[config.mk]
export PLATFORM = sky130hd
export DESIGN_NAME = cfgbus_slave
export DESIGN_NICKNAME = d
export VERILOG_FILES = /design/src/rtl/cfgbus_pkg.sv /design/src/rtl/cfgbus_filt.sv /design/src/rtl/cfgbus_ctrl.sv /design/src/rtl/cfgbus_regs.sv /design/src/rtl/cfgbus_slave.sv
export SDC_FILE = /design/constraint.sdc
export NUM_CORES = 1
export LEC_CHECK = 0
export BUFFER_PORTS_ARGS = -buffer_cell sky130_fd_sc_hd__clkbuf_2
export CORE_AREA = 2 2 159 161
export CTS_BUF_LIST = sky130_fd_sc_hd__clkbuf_4 sky130_fd_sc_hd__clkbuf_8
export CTS_CLUSTER_SIZE = 14
export DETAILED_ROUTE_END_ITERATION = 16
export DIE_AREA = 0 0 161 163
export GPL_ROUTABILITY_DRIVEN = 1
export SYNTH_ARGS = -nofsm -noshare
export SYNTH_HDL_FRONTEND = slang
export SYNTH_SLANG_ARGS = --single-unit
export TNS_END_PERCENT = 20
[constraint.sdc]
create_clock -name clk -period 3.4 [get_ports clk]
set_clock_uncertainty 0.2 [all_clocks]
set_input_delay 0.85 -clock clk [delete_from_list [all_inputs] [get_ports clk]]
set_output_delay 0.85 -clock clk [all_outputs]
set_load 0.05 [all_outputs]
[src/rtl/cfgbus_pkg.sv]
package cfgbus_pkg;

  typedef enum logic [2:0] {
    ST_IDLE,
    ST_RX,
    ST_RXACK,
    ST_TX,
    ST_TXACK,
    ST_WAIT
  } busState_t;

  typedef enum logic [1:0] {
    K_ADDR,
    K_INDEX,
    K_COUNT,
    K_DATA
  } rxKind_t;

  typedef struct packed {
    logic       wrEn;
    logic [7:0] idx;
    logic [7:0] data;
  } regStrobe_t;

endpackage

[src/rtl/cfgbus_filt.sv]
module cfgbus_filt #(
  parameter int SYNC_STAGES   = 2,
  parameter int STABLE_CYCLES = 3
) (
  input  logic clk,
  input  logic rstN,
  input  logic lineIn,
  output logic lineOut
);
  localparam int CW = $clog2(STABLE_CYCLES + 1);

  logic [SYNC_STAGES-1:0] syncQ;
  logic [CW-1:0]          stableCnt;

  always_ff @(posedge clk or negedge rstN) begin
    if (!rstN) begin
      syncQ     <= '1;
      stableCnt <= '0;
      lineOut   <= 1'b1;
    end else begin
      syncQ <= {syncQ[SYNC_STAGES-2:0], lineIn};
      if (syncQ[SYNC_STAGES-1] == lineOut) begin
        stableCnt <= '0;
      end else if (stableCnt == CW'(STABLE_CYCLES - 1)) begin
        lineOut   <= syncQ[SYNC_STAGES-1];
        stableCnt <= '0;
      end else begin
        stableCnt <= stableCnt + 1'b1;
      end
    end
  end
endmodule

[src/rtl/cfgbus_ctrl.sv]
module cfgbus_ctrl
  import cfgbus_pkg::*;
#(
  parameter logic [6:0] DEV_ADDR = 7'h69
) (
  input  logic       clk,
  input  logic       rstN,
  input  logic       sclF,
  input  logic       sdaF,
  input  logic [7:0] rdData,
  input  logic [7:0] countByte,
  output regStrobe_t strobe,
  output logic [7:0] rdIdx,
  output logic       sdaLow,
  output busState_t  state
);
  logic       sclQ, sdaQ;
  logic       sclRise, sclFall, startDet, stopDet;
  rxKind_t    kind;
  logic [7:0] shReg, txSh, ptr, left;
  logic [3:0] bitCnt;
  logic       readDir, hostAck;

  assign sclRise  = sclF & ~sclQ;
  assign sclFall  = ~sclF & sclQ;
  assign startDet = sclF & sclQ & sdaQ & ~sdaF;
  assign stopDet  = sclF & sclQ & ~sdaQ & sdaF;
  assign rdIdx    = ptr;

  always_ff @(posedge clk or negedge rstN) begin
    if (!rstN) begin
      sclQ    <= 1'b1;
      sdaQ    <= 1'b1;
      state   <= ST_IDLE;
      kind    <= K_ADDR;
      shReg   <= '0;
      txSh    <= '0;
      ptr     <= '0;
      left    <= '0;
      bitCnt  <= '0;
      readDir <= 1'b0;
      hostAck <= 1'b0;
      sdaLow  <= 1'b0;
      strobe  <= '0;
    end else begin
      sclQ        <= sclF;
      sdaQ        <= sdaF;
      strobe.wrEn <= 1'b0;
      if (stopDet) begin
        state  <= ST_IDLE;
        sdaLow <= 1'b0;
      end else if (startDet) begin
        state  <= ST_RX;
        kind   <= K_ADDR;
        bitCnt <= '0;
        sdaLow <= 1'b0;
      end else begin
        case (state)
          ST_RX: begin
            if (sclRise && bitCnt != 4'd8) begin
              shReg  <= {shReg[6:0], sdaF};
              bitCnt <= bitCnt + 1'b1;
            end else if (sclFall && bitCnt == 4'd8) begin
              case (kind)
                K_ADDR: begin
                  if (shReg[7:1] == DEV_ADDR) begin
                    readDir <= shReg[0];
                    kind    <= K_INDEX;
                    sdaLow  <= 1'b1;
                    state   <= ST_RXACK;
                  end else begin
                    state <= ST_WAIT;
                  end
                end
                K_INDEX: begin
                  ptr    <= shReg;
                  kind   <= K_COUNT;
                  sdaLow <= 1'b1;
                  state  <= ST_RXACK;
                end
                K_COUNT: begin
                  left   <= shReg;
                  kind   <= K_DATA;
                  sdaLow <= 1'b1;
                  state  <= ST_RXACK;
                end
                default: begin
                  if (left != 8'd0) begin
                    strobe.wrEn <= 1'b1;
                    strobe.idx  <= ptr;
                    strobe.data <= shReg;
                    ptr         <= ptr + 1'b1;
                    left        <= left - 1'b1;
                    sdaLow      <= 1'b1;
                    state       <= ST_RXACK;
                  end else begin
                    state <= ST_WAIT;
                  end
                end
              endcase
            end
          end
          ST_RXACK: begin
            if (sclFall) begin
              if (readDir) begin
                sdaLow <= ~countByte[7];
                txSh   <= {countByte[6:0], 1'b0};
                bitCnt <= 4'd1;
                state  <= ST_TX;
              end else begin
                sdaLow <= 1'b0;
                bitCnt <= '0;
                state  <= ST_RX;
              end
            end
          end
          ST_TX: begin
            if (sclFall) begin
              if (bitCnt == 4'd8) begin
                sdaLow <= 1'b0;
                state  <= ST_TXACK;
              end else begin
                sdaLow <= ~txSh[7];
                txSh   <= {txSh[6:0], 1'b0};
                bitCnt <= bitCnt + 1'b1;
              end
            end
          end
          ST_TXACK: begin
            if (sclRise) begin
              hostAck <= ~sdaF;
            end else if (sclFall) begin
              if (hostAck) begin
                sdaLow <= ~rdData[7];
                txSh   <= {rdData[6:0], 1'b0};
                ptr    <= ptr + 1'b1;
                bitCnt <= 4'd1;
                state  <= ST_TX;
              end else begin
                state <= ST_WAIT;
              end
            end
          end
          default: ;
        endcase
      end
    end
  end
endmodule

[src/rtl/cfgbus_regs.sv]
module cfgbus_regs
  import cfgbus_pkg::*;
#(
  parameter int         NUM_REGS   = 13,
  parameter int         ENABLE_IDX = 4,
  parameter int         ID_IDX     = 7,
  parameter int         STOPEN_IDX = 10,
  parameter int         COUNT_IDX  = 12,
  parameter int         COUNT_MAX  = 32,
  parameter logic [3:0] REV_CODE   = 4'h1
) (
  input  logic                  clk,
  input  logic                  rstN,
  input  regStrobe_t            strobe,
  input  logic [7:0]            rdIdx,
  output logic [7:0]            rdData,
  output logic [7:0]            countByte,
  output logic [NUM_REGS*8-1:0] cfgRegs
);
  localparam logic [7:0] ID_VALUE = {REV_CODE, 4'b0001};

  logic [7:0] regArr [NUM_REGS];

  for (genvar i = 0; i < NUM_REGS; i++) begin : g_reg
    localparam logic [7:0] RST_VAL =
      (i == ENABLE_IDX) ? 8'hFF :
      (i == ID_IDX)     ? ID_VALUE :
      (i == STOPEN_IDX) ? 8'h03 :
      (i == COUNT_IDX)  ? 8'h0D : 8'h00;
    localparam logic [7:0] WR_MASK =
      (i == ID_IDX) ? 8'h00 : (i == COUNT_IDX) ? 8'h3F : 8'hFF;

    if (WR_MASK == 8'h00) begin : g_ro
      assign regArr[i] = RST_VAL;
    end else begin : g_rw
      logic [7:0] q;
      always_ff @(posedge clk or negedge rstN) begin
        if (!rstN) begin
          q <= RST_VAL;
        end else if (strobe.wrEn && strobe.idx == 8'(i)) begin
          q <= (q & ~WR_MASK) | (strobe.data & WR_MASK);
        end
      end
      assign regArr[i] = q;
    end
    assign cfgRegs[i*8 +: 8] = regArr[i];
  end

  always_comb begin
    rdData = '0;
    for (int i = 0; i < NUM_REGS; i++) begin
      if (rdIdx == 8'(i)) rdData = regArr[i];
    end
  end

  logic [7:0] rawCount;
  assign rawCount  = {2'b00, regArr[COUNT_IDX][5:0]};
  assign countByte = (rawCount > 8'(COUNT_MAX)) ? 8'(COUNT_MAX) : rawCount;
endmodule

[src/rtl/cfgbus_slave.sv]
module cfgbus_slave
  import cfgbus_pkg::*;
#(
  parameter int         NUM_REGS      = 13,
  parameter logic [6:0] DEV_ADDR      = 7'h69,
  parameter logic [3:0] REV_CODE      = 4'h1,
  parameter int         SYNC_STAGES   = 2,
  parameter int         STABLE_CYCLES = 3
) (
  input  logic                  clk,
  input  logic                  rstN,
  input  logic                  scl,
  input  logic                  sda,
  output logic                  sdaDriveLow,
  output logic [NUM_REGS*8-1:0] cfgRegs
);
  logic [1:0] rawLines, cleanLines;
  regStrobe_t strobe;
  busState_t  busSt;
  logic [7:0] rdIdx, rdData, countByte;

  assign rawLines = {scl, sda};

  for (genvar g = 0; g < 2; g++) begin : g_filt
    cfgbus_filt #(
      .SYNC_STAGES  (SYNC_STAGES),
      .STABLE_CYCLES(STABLE_CYCLES)
    ) u_filt (
      .clk    (clk),
      .rstN   (rstN),
      .lineIn (rawLines[g]),
      .lineOut(cleanLines[g])
    );
  end

  cfgbus_ctrl #(.DEV_ADDR(DEV_ADDR)) u_ctrl (
    .clk      (clk),
    .rstN     (rstN),
    .sclF     (cleanLines[1]),
    .sdaF     (cleanLines[0]),
    .rdData   (rdData),
    .countByte(countByte),
    .strobe   (strobe),
    .rdIdx    (rdIdx),
    .sdaLow   (sdaDriveLow),
    .state    (busSt)
  );

  cfgbus_regs #(
    .NUM_REGS(NUM_REGS),
    .REV_CODE(REV_CODE)
  ) u_regs (
    .clk      (clk),
    .rstN     (rstN),
    .strobe   (strobe),
    .rdIdx    (rdIdx),
    .rdData   (rdData),
    .countByte(countByte),
    .cfgRegs  (cfgRegs)
  );
endmodule

* Word-level counts from Yosys, hierarchy flattened
Index checks and enable logic that the tools add are counted.
W data, S select, Z words.
** Storage, ports and cells
- Bits in registers :: 169
- Logic and storage cells :: 259
** Operators by class
- Add/sub/neg operators :: 5
- $lt $le $gt $ge :: 1
- Eq/ne operators :: 66
- Mux-type cells :: 89
- Bitwise gates (word level) :: 22
- Reduce and logical (&&, ||, !) cells :: 43
** Operators with widths (number)
- $mux W8 :: 27
- $mux W17 :: 7
- $eq A8 B4 Y1 const B :: 10
- $eq A8 B3 Y1 const B :: 7
- $pmux W8 S2 :: 3
- $mux W3 :: 12
- $eq A8 B2 Y1 const B :: 4
- $mux W4 :: 8
- $reduce_and A10 Y1 :: 3
- $ne A4 B1 Y1 const B :: 6
- $pmux W8 S3 :: 1
- $ne A3 B1 Y1 const B :: 7
- $reduce_and A7 Y1 :: 3
- $mux W2 :: 10
- $eq A8 B1 Y1 const B :: 2
- $logic_not A8 Y1 :: 2
- $pmux W4 S4 :: 1
- $logic_and A1 B1 Y1 :: 14
- $mux W1 :: 14
- $ne A2 B1 Y1 const B :: 7
- $not A1 Y1 :: 13
- $pmux W3 S4 :: 1
- $reduce_and A9 Y1 :: 1
- $add A8 B1 Y8 const B :: 1
- 40 further kinds :: 62

* Logic depth before layout (Yosys ltp)
Gate-level depths: netlist of the first run.
- Word-level depth :: 21
- Depth in mapped cells :: 10

* By module
From an unflattened synthesis of the first run, not the netlist that was laid out.
** Unflattened totals
- Cells, all modules :: 796
- Area, all modules :: 8798.4 um2
** Modules (own cells, without submodules)
- cfgbus_regs :: times used 1, cells an instance 416, area an instance 4888.4 um2
- cfgbus_ctrl :: times used 1, cells an instance 360, area an instance 3552.2 um2
- cfgbus_filt :: times used 2, cells an instance 10, area an instance 178.9 um2

* Least setup slack after synthesis of the first run
No wires, ideal clock.
- Path kind :: flip-flop to flip-flop
- Start point :: reg u_ctrl.ptr[0] (netlist: u_ctrl.rdIdx[0])
- End point :: reg u_ctrl.txSh[3]
- Arrival :: 2.154 ns
- Path slack :: 0.922 ns
- Stages on the path, launching flop included :: 10
- Cell sequence :: dfrtp_1 -> inv_1 -> ha_1 -> clkbuf_1 -> buf_1 -> a21oi_1 -> a2111o_1 -> a31oi_1 -> o21ai_0 -> mux2_2
** On the way
- Word-level cells in the longest chain between the ends :: 18
** Ends and longest elaborated chain
- start: declaration :: line cfgbus_ctrl.sv:20 : logic [7:0] shReg, txSh, ptr, left;
- start signal: assignment :: line cfgbus_ctrl.sv:76 : ptr <= shReg;
- start signal: assignment :: line cfgbus_ctrl.sv:92 : ptr <= ptr + 1'b1;
- start signal: assignment :: line cfgbus_ctrl.sv:136 : ptr <= ptr + 1'b1;
- $logic_not A8 Y1 :: line cfgbus_regs.sv:52 : if (rdIdx == 8'(i)) rdData = regArr[i];
- $mux W8 (12 in a row) :: line cfgbus_regs.sv:52
- $mux W8 (*) :: line cfgbus_regs.sv:52
- $mux W8 (*) :: line cfgbus_ctrl.sv:133 : if (hostAck) begin
- $mux W8 (*) :: line cfgbus_ctrl.sv:132 : end else if (sclFall) begin
- $mux W8 (*) :: line cfgbus_ctrl.sv:130 : if (sclRise) begin
- $pmux W8 S3 (*) :: line cfgbus_ctrl.sv:58 : case (state)
- end signal: assignment :: line cfgbus_ctrl.sv:107 : txSh <= {countByte[6:0], 1'b0};
- end signal: assignment :: line cfgbus_ctrl.sv:124 : txSh <= {txSh[6:0], 1'b0};
- end signal: assignment :: line cfgbus_ctrl.sv:135 : txSh <= {rdData[6:0], 1'b0};
- end: declaration :: line cfgbus_ctrl.sv:20
Mark *: on every way between the ends. The rest lies on a longest branch, timed or not. The select of a mux whose other input is x is not followed.
A chain may end at the register's enable or synchronous reset.

* Worst setup path in the final report of the first run
- Start point :: reg u_ctrl.ptr[0] (netlist: u_ctrl.rdIdx[0])
- End point :: reg u_ctrl.sdaLow
** On the way
- Word-level cells in the longest chain between the ends :: 21
** Ends and longest elaborated chain
- $logic_not A8 Y1 :: line cfgbus_regs.sv:52
- $mux W8 (12 in a row) :: line cfgbus_regs.sv:52
- $mux W8 (*) :: line cfgbus_regs.sv:52
- $not A1 Y1 (*) :: line cfgbus_ctrl.sv:134 : sdaLow <= ~rdData[7];
- $mux W1 (*) :: line cfgbus_ctrl.sv:133
- $mux W1 (*) :: line cfgbus_ctrl.sv:132
- $mux W1 (*) :: line cfgbus_ctrl.sv:130
- $pmux W1 S4 (*) :: line cfgbus_ctrl.sv:58
- $mux W1 (*) :: line cfgbus_ctrl.sv:52 : end else if (startDet) begin
- $mux W1 (*) :: line cfgbus_ctrl.sv:49 : if (stopDet) begin
- end signal: assignment :: line cfgbus_ctrl.sv:106 : sdaLow <= ~countByte[7];
- end signal: assignment :: line cfgbus_ctrl.sv:123 : sdaLow <= ~txSh[7];
- end signal: assignment :: line cfgbus_ctrl.sv:134
- end: declaration :: line cfgbus_ctrl.sv:14 : output logic sdaLow,
Marks and branches as above.

==> run_results.csv, run 1 <==
group,metric,value,unit
outcome,outcome,"complete, no violations",
synthesis,synth_top_area_share,41.91,%
clocking,clockBufferDepth,2,
worst_setup_path,worstPathArrival,2.96,ns
drt,wl_per_cell,19.97,µm
synthesis,ys_seq_elements,166,
pwr,p_per_area,463.1,nW/µm²
placed_design,gp_congestion,0.8942,
placed_design,dpl_cell_area,9494,µm²
hold_path,min_path_type,"reg -> reg",
die,core,24670,µm²
clocking,ctsHtreeMaxLevel,4,
drt,drtAntennaViolNets,0,
sta,fmax,0.3618,GHz
synthesis,ys_types,72,
cells_and_area,instances_no_fill,1249,
sta,setup_violations,0,
sta,fin_tns_setup,0,ns
drt,drt_wl_total,24950,µm
clocking,clock_sinks,166,
placed_design,dpl.hpwl,17800,µm
clocking,clock_latency,0.47,ns
drt,route.detailed.drc,0,
sta,min_period,2.764,ns
sta,relSlewSlack,45.13,%
worst_setup_path,path_buf_inv,1,
die,die_area,26240,µm²
worst_setup_path,critPathCaptureType,"flop",
worst_setup_path,rr_worst_depth,8,
synthesis,syn_avg_cell_area,10.56,µm²
synthesis,yosysSeqAreaShare,48.28,%
worst_setup_path,crit_chain,"ha_1, buf_12, nor2_1, o211ai_1, a32oi_1, o21ai_0, a31o_2, mux2i_1",
clocking,cts_setup_buffers,0,
synthesis,synth_top_area_cell,"dfrtp_1",
pwr,max-vdd-ir-drop,180.8,µV
synthesis,synth_ff_type,"dfrtp_1",
cells_and_area,nets,924,
clocking,path_clk_slew,0.08,ns
global_route,grt_overflow_total,0,
die,fp.dieH,163,µm
cells_and_area,final_area,9907,µm²
clocking,cts-buffers-inserted,17,
worst_setup_path,cp-start-kind,"flop",
sta,hold_violations,0,
pwr,p_leak,0.004663,µW
sta,rsz0062_at_grt,"false",
cells_and_area,fin_util,40.15,%
clocking,cts_tree,"done",
global_route,grt_pass1_vias,6581,
hold_path,min_delay_path_depth,0,
worst_setup_path,cp.depth,8,
cells_and_area,n_antenna_cell,0,
synthesis,syn_inst,820,
clocking,holdBufCountCts,0,
global_route,grt_max_degree,66,
sta,drv_slew,0,
synthesis,async_flop_share,100.0,%
synthesis,synth-edff-count,0,
global_route,antenna_found_initial,0,
worst_setup_path,path_max_fanout,28,
synthesis,ys_warn_count,0,
cells_and_area,area_growth,14.42,%
sta,period_share,81.30,%
die,fp.dieW,161,µm
drt,drt_first_pass_iters,6,
clocking,cts_root_buffer,"clkbuf_8",
cells_and_area,drive_gt1_share,33.41,%
drt,viasPerCell,5.537,
global_route,grt_use_total,19.31,%
drt,vias,6916,
sta,fin_hold_ws,0.1575,ns
flow_run,maxCapViolCount,0,
worst_setup_path,cpPeakStageDelay,0.48,ns
synthesis,netlist_top_cells_area,"dfrtp_1 (42%), mux2_2 (16%), dfstp_2 (6.4%)",
die,num_io_pins,109,
worst_setup_path,critical_path.top_delay_family,"compound AO/OA/AOI/OAI gates",
worst_setup_path,required,3.59,ns
die,num_rows,58,
placed_design,io_buffer_count,98,
drt,drt-initial-drc-count,620,
synthesis,syn_area,8658,µm²
placed_design,dp_cells,1217,
worst_setup_path,crit_type,"reg -> reg",
sta,tightest_slew,0.8214,ns
global_route,grt_pass1_wl,39190,µm
die,initial_utilization,35.09,%
clocking,post_cts_resized,0,
worst_setup_path,slowest_stage,"ha_1",
## sequential cells by signal, summed over array words and instances (netlist names), 3 cells and up
signal / cells
u_regs.g.g_rw.q: 94
u_ctrl.shReg: 8
u_ctrl.strobe: 17
u_ctrl.rdIdx: 8
u_ctrl.state: 3
u_ctrl.left: 8
u_ctrl.bitCnt: 4
g_filt.u_filt.syncQ: 4
u_ctrl.txSh: 7
g_filt.u_filt.stableCnt: 4
## report_power, final
| group | total [µW] | internal [µW] | switching, µW | leakage [µW] |
|---|---|---|---|---|
| combinational | 773 | 315 | 459 | 0.00224 |
| clock | 1490 | 714 | 777 | 0.000206 |
| sequential | 2320 | 2130 | 190 | 0.00222 |
| total | 4590 | 3160 | 1430 | 0.00466 |
## worst register-to-register path, delay by kind of cell, from the launching register on
kind                     cells  cell delay, ns
adder cells (fa/ha/maj)      1            0.48
buffers and inverters        1            0.29
AO/OA/AOI/OAI                4            0.79
AND/OR/NAND/NOR              1            0.38
multiplexers                 1            0.12
flip-flops                   1            0.44
## path summary, 6_finish.rpt
path,slack (ns),from,to
min in group asynchronous,0.17,rstN,u_ctrl.shReg[4]
min,0.16,g_filt[1].u_filt.syncQ[0],g_filt[1].u_filt.syncQ[1]
min reg2reg,0.16,g_filt[1].u_filt.syncQ[0],g_filt[1].u_filt.syncQ[1]
max reg2reg,0.64,u_ctrl.rdIdx[0],u_ctrl.sdaLow
max,0.64,u_ctrl.rdIdx[0],u_ctrl.sdaLow
max in group asynchronous,2.03,rstN,u_regs.g_reg[10].g_rw.q[0]
## layer usage
metal | vias to the layer above | share of wire, % | wire length [µm] | GRT usage (%)
met3 | 34 | 5.5 | 1371 | 3.616
met4 | 0 | 2.0 | 507 | 6.615
met2 | 257 | 45 | 11270 | 28.97
li1 | 3150 | - | - | -
met1 | 3475 | 47 | 11800 | 27.99
met5 | - | 0 | 0 | 0
## kinds of logic after synthesis
| group | count (synthesis) | synth area share [%] |
|---|---|---|
| AO/OA/AOI/OAI | 213 | 15.39 |
| XOR/XNOR | 2 | 0.2023 |
| adder cells (fa/ha/maj) | 14 | 2.023 |
| buffers and inverters | 85 | 4.465 |
| flip-flops | 166 | 48.28 |
| multiplexers | 133 | 17.17 |
| other | 2 | 0.08674 |
| AND/OR/NAND/NOR | 205 | 12.38 |
## cell type report
cell class	instances	area, µm²
Clock buffer	20	269.0
Timing Repair Buffer	115	661.9
Fill cell	2447	14770
Tap cell	330	412.9
Sequential cell	166	4180
Clock inverter	12	143.9
Multi-Input combinational cell	577	4130
Inverter	29	108.9
## synth_stat cells (all sizes together), types with 4 or more instances
cell type	instances
a211oi	4
a21oi	76
a221oi	8
a31oi	10
and3	5
buf	25
clkbuf	31
dfrtp	145
dfstp	21
ha	14
inv	29
mux2	124
mux2i	9
nand2	62
nand2b	17
nand3	19
nand3b	5
nor2	34
nor2b	14
nor3	12
nor3b	14
nor4	6
o211ai	9
o21ai	52
o22ai	13
o31ai	4
## layout by cell type (no fill, tap or decap), types with 10 or more instances in the layout
master,instances
nand2b_1,17
a31oi_1,10
nor3b_1,14
conb_1,10
inv_1,29
o22ai_1,13
mux2_2,124
clkbuf_2,97
o21ai_0,51
nor3_1,11
a21oi_1,74
ha_1,13
dfstp_2,21
nand2_1,62
nor2_1,33
nand3_1,19
dfrtp_1,145
clkbuf_8,19
nor2b_1,14
buf_4,14
## stage by stage
step | total power [µW] | worst slack (ns)
after global placement | 3121 | 0.7152
after global routing | 4820 | 0.4390
final | 4587 | 0.6359
after detailed placement | 3132 | 0.6877
after floorplan | 2891 | 0.9216
after CTS | 4622 | 0.6430
Power figures use the tool's default switching activity.
==> run 2: changes to the inputs <==
- ABC_AREA: not set -> 1
- CORE_AREA: 2 2 159 161 -> 2 2 157 159
- DIE_AREA: 0 0 161 163 -> 0 0 159 161
- clock period: 3.4 -> 2.54 ns (I/O delays scaled with it)
==> run 2 against run 1 <==
Effect of this change: sequential share of layout area increased by 0.13 points; critical path depth increased by 10; sequential cell count unchanged.
==> run_results.csv, run 2 <==
group,metric,value,unit
worst_setup_path,slowest_stage,"dfrtp_1",
pwr,power.total,7993,µW
synthesis,synth-edff-count,0,
die,initial_utilization,35.29,%
sta,tightest_slew,0.6745,ns
sta,hold_violations,0,
die,core,23960,µm²
cells_and_area,reg.largest.list,"u_regs.g.g_rw.q: 94 flops, u_ctrl.strobe: 17 flops",
synthesis,yosys-top-cells-count,"nand2_1 (288), o21ai_0 (162), dfrtp_1 (145)",
synthesis,synth_ff_type,"dfrtp_1",
cells_and_area,layout_commonest_cell,"nand2_1",
drt,route.detailed.drc,0,
synthesis,async_flop_share,100.0,%
pwr,p_int,4669,µW
cells_and_area,multi_input_area,3705,µm²
pwr,p_clk_share,24.3,%
cells_and_area,regArea,4183,µm²
sta,relSlewSlack,54.98,%
drt,drt_wl_total,22500,µm
cells_and_area,largest_reg_flops,94,
worst_setup_path,crit_type,"reg -> reg",
cells_and_area,nets,1194,
clocking,cts_tree,"done",
placed_design,pre_cts_ws,0.1122,ns
synthesis,ys_types,50,
global_route,grt_overflow_total,0,
die,fp.dieW,159,µm
pwr,max-vdd-ir-drop,323.0,µV
drt,drtAntennaViolNets,0,
die,fp.dieH,161,µm
die,num_rows,57,
global_route,grt_use_total,17.92,%
hold_path,hp-start,"scl",
synthesis,synth_top_area_cell,"dfrtp_1",
drt,wl_per_cell,14.87,µm
sta,setup_violations,0,
pwr,p_seq_share,39.4,%
worst_setup_path,r2r-start,"u_ctrl.rdIdx[0]",
hold_path,min_path_type,"in -> reg",
cells_and_area,drive_gt1_share,19.60,%
sta,fmax,0.4299,GHz
hold_path,holdPathEnd,"g_filt[1].u_filt.syncQ[0]",
synthesis,synth_top_area_share,42.91,%
die,die_area,25600,µm²
worst_setup_path,path_max_fanout,7,
cells_and_area,n_antenna_cell,0,
drt,drt_first_pass_iters,5,
synthesis,syn_area,8456,µm²
sta,setup_slack,0.2141,ns
clocking,ctsHtreeMaxLevel,4,
sta,drv_slew,0,
worst_setup_path,r2r_end,"u_ctrl.txSh[4]",
pwr,pwr-share-comb,36.4,%
worst_setup_path,worstPathArrival,2.54,ns
placed_design,dp_cells,1476,
worst_setup_path,path_buf_inv,1,
global_route,grt_max_degree,58,
pwr,p_sw,3323,µW
outcome,outcome,"complete, no violations",
sta,period_share,91.57,%
pwr,p_leak,0.004755,µW
placed_design,dpl_cell_area,9390,µm²
clocking,clock_latency,0.46,ns
sta,min_period,2.326,ns
die,num_io_pins,109,
global_route,antenna_found_initial,0,
cells_and_area,final_area,9882,µm²
cells_and_area,final_cell_mix,"nand2_1 (287), o21ai_0 (162), dfrtp_1 (143), clkbuf_2 (97), nor2_1 (95)",
worst_setup_path,rr_worst_depth,18,
clocking,path_clk_slew,0.11,ns
pwr,switching_share,41.58,%
worst_setup_path,rrSetupSlack,0.21,ns
worst_setup_path,startpoint,"u_ctrl.rdIdx[0]",
global_route,grt_pass1_vias,6796,
synthesis,yosysSeqAreaShare,49.44,%
cells_and_area,instances_no_fill,1513,
clocking,cts_root_buffer,"clkbuf_8",
worst_setup_path,cpMostUsedCell,"nand2_1",
cells_and_area,area_growth,16.87,%
worst_setup_path,critical_path.top_delay_family,"simple AND/OR/NAND/NOR gates",
cells_and_area,fin_util,41.24,%
placed_design,gp_congestion,0.8827,
synthesis,syn_avg_cell_area,7.932,µm²
placed_design,io_buffer_count,98,
synthesis,ys_seq_elements,166,
worst_setup_path,cp-start-kind,"flop",
worst_setup_path,required,2.75,ns
synthesis,ys_warn_count,0,
placed_design,dpl.hpwl,16250,µm
synthesis,syn_inst,1066,
cells_and_area,largest_register,"u_regs.g.g_rw.q",
synthesis,yosysMostFrequentCell,"nand2_1",
drt,drt-initial-drc-count,470,
worst_setup_path,cpPeakStageDelay,0.42,ns
pwr,p_per_area,808.8,nW/µm²
worst_setup_path,crit_chain,"inv_2, ha_2, nand2_1, nor2_4, nand3_1, nand3_1, nand3_1, nand2_1, nand2_1, nand2_1, nand2_1, nand2_1, nand2_1, nand2_1, nand2_1, nand2_1, nand2_1, a21oi_2",
hold_path,min_delay_path_depth,1,
cells_and_area,nFillCells,2476,
clocking,cts-buffers-inserted,17,
global_route,grt_pass1_wl,36690,µm
synthesis,netlist_top_cells_area,"dfrtp_1 (43%), nand2_1 (13%), o21ai_0 (9.6%)",
drt,vias,7340,
flow_run,maxCapViolCount,0,
worst_setup_path,critPathCaptureType,"flop",
clocking,clockBufferDepth,2,
drt,viasPerCell,4.851,
clocking,clock_sinks,166,
run 2: changes by cell type in the layout (fill, tap and decap cells not counted), moves of 62 or more:
| cell | change |
|---|---|
| nand2_1 | +225 |
| mux2_2 | -124 |
| nor2_1 | +62 |
| inv_1 | +63 |
| o21ai_0 | +111 |
run 2: area by class of cell:
type | instances | area share [%]
well taps | 324 | 4.102
inverters | 112 | 4.330
multi-input cells | 752 | 37.49
clock buffers | 18 | 2.507
flip-flops and latches | 166 | 42.33
repair buffers | 127 | 7.635
clock inverters | 14 | 1.608
run 2: power by group through the flow:
stage / Sequential, µW / Combinational [µW] / Clock [µW]
finish: 3150 / 2910 / 1940
global route: 3180 / 3350 / 2100
CTS: 3140 / 2830 / 1990
detailed placement: 3190 / 2820 / 0
global placement: 3180 / 2820 / 0
floorplan: 3160 / 2090 / 0
run 2: timing repair:
action                                  CTS  global route
hold buffers                              1             0
resized for setup                         0            15
setup buffers                             0             3
endpoints found under the setup margin    0             7
hold endpoints to repair                 23             0
run 2: routing by layer:
layer  track usage [%]  vias to the layer above  wire length, µm
li1                  -                     3696                -
met1             24.75                     3462            10730
met2             29.80                      171            10740
met3             3.287                       11              870
met4             3.471                        0              153
met5                 0                        -                0
run 2: metrics by stage:
step	hold WS [ns]	setup TNS [ns]
after floorplan	0.1394	0
after global placement	0.1469	0
after detailed placement	0.1478	0
after CTS	0.009748	0
after global routing	0.005043	-0.04462
final	0.03785	0
run 2: how the worst max path moves through the flow:
stage                      to  cells past startpoint
6_report       u_ctrl.txSh[4]                     18
5_1_grt        u_ctrl.txSh[2]                     18
3_5_place_dp   u_ctrl.txSh[4]                     20
4_1_cts        u_ctrl.txSh[6]                     15
2_1_floorplan   u_ctrl.sdaLow                     21
3_3_place_gp   u_ctrl.txSh[6]                     15
run 2: kinds of logic (layout without fill, tap and decap cells):
logic type               Yosys count  in the layout  synth area share, %
other                              2             10              0.08882
flip-flops                       166            166                49.44
AO/OA/AOI/OAI                    251            251                15.85
buffers and inverters            157            271                7.665
XOR/XNOR                           6              6               0.6215
adder cells (fa/ha/maj)           14             14                2.072
AND/OR/NAND/NOR                  470            471                24.27
run 2: worst register-to-register path, stage by stage (launching register included):
cell and delay [ns]:
dfrtp_1 0.42, inv_2 0.12, ha_2 0.23, nand2_1 0.10, nor2_4 0.17, nand3_1 0.11, nand3_1 0.09, nand3_1 0.09
nand2_1 0.09, nand2_1 0.07, nand2_1 0.07, nand2_1 0.06, nand2_1 0.09, nand2_1 0.06, nand2_1 0.05, nand2_1 0.06
nand2_1 0.06, nand2_1 0.06, a21oi_2 0.10
==> run 3: changes to the inputs <==
- clock period: 2.54 -> 2.4 ns (I/O delays scaled with it)
==> run 3 against run 2 <==
Effect of this change: register-to-register slack worse by 0.09 ns; combinational power grew 19%; die area unchanged; worst setup slack worse by 0.092 ns; clock power increased by 5%; largest cell class unchanged.
==> run_results.csv, run 3 (same netlist as run 2, synthesis figures left out) <==
group,metric,value,unit
worst_setup_path,critPathCaptureType,"flop",
cells_and_area,regArea,4185,µm²
drt,drt_first_pass_iters,6,
worst_setup_path,cpPeakStageDelay,0.40,ns
global_route,grt_use_total,18.25,%
die,num_rows,57,
clocking,clockBufferDepth,2,
placed_design,gp_congestion,0.8625,
sta,fin_tns_setup,0,ns
drt,viasPerCell,4.844,
worst_setup_path,crit_type,"reg -> reg",
placed_design,dp_cells,1492,
flow_run,maxCapViolCount,0,
cells_and_area,final_cell_mix,"nand2_1 (278), o21ai_0 (162), dfrtp_1 (141), clkbuf_2 (97), nor2_1 (94)",
clocking,path_clk_slew,0.10,ns
placed_design,io_buffer_count,98,
clocking,ctsHtreeMaxLevel,4,
global_route,grt_pass1_vias,7009,
sta,rsz0062_at_grt,"true",
die,core,23960,µm²
sta,hold_violations,0,
pwr,p_per_area,863.2,nW/µm²
worst_setup_path,rr_worst_depth,17,
global_route,antenna_found_initial,0,
global_route,grt_overflow_total,0,
cells_and_area,nFillCells,2463,
cells_and_area,instances_no_fill,1544,
sta,relSlewSlack,55.96,%
cells_and_area,reg.largest.list,"u_regs.g.g_rw.q: 94 flops, u_ctrl.strobe: 17 flops",
placed_design,dpl.hpwl,16400,µm
worst_setup_path,slowest_stage,"dfrtp_1",
worst_setup_path,cp-start-kind,"flop",
die,num_io_pins,109,
die,fp.dieH,161,µm
cells_and_area,n_antenna_cell,0,
sta,fmax,0.4390,GHz
worst_setup_path,startpoint,"u_ctrl.rdIdx[1]",
sta,drv_slew,0,
die,die_area,25600,µm²
cells_and_area,area_growth,20.97,%
drt,vias,7479,
cells_and_area,largest_reg_flops,94,
cells_and_area,fin_util,42.68,%
cells_and_area,multi_input_area,3816,µm²
clocking,cts-buffers-inserted,17,
drt,drt_wl_total,22990,µm
drt,route.detailed.drc,0,
cells_and_area,largest_register,"u_regs.g.g_rw.q",
sta,tightest_slew,0.6598,ns
worst_setup_path,required,2.56,ns
worst_setup_path,cpMostUsedCell,"nand2_1",
global_route,grt_max_degree,58,
worst_setup_path,critPathCapture,"u_ctrl.txSh[4]",
cells_and_area,drive_gt1_share,23.28,%
sta,setup_violations,0,
worst_setup_path,rrSetupSlack,0.12,ns
pwr,max-vdd-ir-drop,436.5,µV
pwr,p_leak,0.004941,µW
drt,wl_per_cell,14.89,µm
worst_setup_path,r2r-start,"u_ctrl.rdIdx[1]",
outcome,outcome,"complete, no violations",
worst_setup_path,path_max_fanout,11,
cells_and_area,nets,1225,
worst_setup_path,r2r_end,"u_ctrl.txSh[4]",
global_route,grt_pass1_wl,37160,µm
worst_setup_path,worstPathArrival,2.44,ns
die,fp.dieW,159,µm
sta,period_share,94.91,%
drt,drtAntennaViolNets,0,
clocking,clock_sinks,166,
die,initial_utilization,35.29,%
clocking,cts_root_buffer,"clkbuf_8",
clocking,cts_tree,"done",
worst_setup_path,crit_chain,"ha_2, inv_1, nor3_4, buf_6, inv_1, nand3_1, nand2_1, nand2_1, nand2_2, nand2_2, nand2_2, nand2_1, nand2_1, nand2_2, nand2_1, nand2_1, a21oi_2",
sta,min_period,2.278,ns
hold_path,min_path_type,"reg -> reg",
clocking,clock_latency,0.48,ns
cells_and_area,layout_commonest_cell,"nand2_1",
drt,drt-initial-drc-count,505,
-- run 3: worst max-delay path: cells and delay by family, from the launching register on --
family / cells / cell delay (ns)
flops: 1 / 0.40
buf+inv: 3 / 0.37
simple gates: 12 / 0.92
fa+ha+maj: 1 / 0.23
compound gates: 1 / 0.06
-- run 3: metrics by stage --
step / area, µm² / total power [µW] / hold WS [ns] / setup slack, ns
4_1_cts: 9923 / 8519 / 0.1545 / 0.0007860
2_1_floorplan: 8486 / 5563 / 0.1044 / 0.2920
6_report: 10230 / 8829 / 0.1548 / 0.1222
5_1_grt: 10230 / 9516 / 0.1541 / -0.08378
3_3_place_gp: 9510 / 6417 / 0.1476 / 0.03734
3_5_place_dp: 9510 / 6461 / 0.1481 / 0.008082
-- run 3: final cells by class --
class / count / share of cell area, %
Sequential cell: 166 / 40.92
Multi-Input combinational cell: 753 / 37.31
Timing Repair Buffer: 157 / 9.786
Inverter: 112 / 4.281
Tap cell: 324 / 3.963
Clock buffer: 18 / 2.361
Clock inverter: 14 / 1.382
-- run 3: where the power goes --
| group | internal, µW | total (µW) | switching (µW) |
|---|---|---|---|
| sequential | 3100 | 3330 | 231 |
| clock | 866 | 2040 | 1170 |
| combinational | 1240 | 3460 | 2210 |
| total | 5210 | 8830 | 3620 |
-- run 3: timing repair --
item	4_1_cts	5_1_grt
buffers inserted	0	14
setup endpoints to repair	0	16
hold buffers	3	0
endpoints found under the hold margin	40	0
resized for setup	0	52
-- run 3: worst min path at each step --
| stage | cells after the start | slack (ns) | to | from |
|---|---|---|---|---|
| floorplan | 0 | 0.10 | g_filt[0].u_filt.stableCnt[0] | rstN |
| global placement | 0 | 0.15 | g_filt[1].u_filt.syncQ[1] | g_filt[1].u_filt.syncQ[0] |
| detailed placement | 0 | 0.15 | g_filt[1].u_filt.syncQ[1] | g_filt[1].u_filt.syncQ[0] |
| CTS | 0 | 0.15 | g_filt[0].u_filt.syncQ[1] | g_filt[0].u_filt.syncQ[0] |
| global route | 0 | 0.15 | g_filt[0].u_filt.syncQ[1] | g_filt[0].u_filt.syncQ[0] |
| finish | 0 | 0.15 | g_filt[0].u_filt.syncQ[1] | g_filt[0].u_filt.syncQ[0] |
-- run 3: metal layers --
layer	part of all wire [%]	global-route usage (%)	up-vias
met5	0	0	-
met4	1.9	6.405	0
met3	4.5	3.133	30
met2	47	30.18	200
met1	46	24.32	3495
li1	-	-	3754
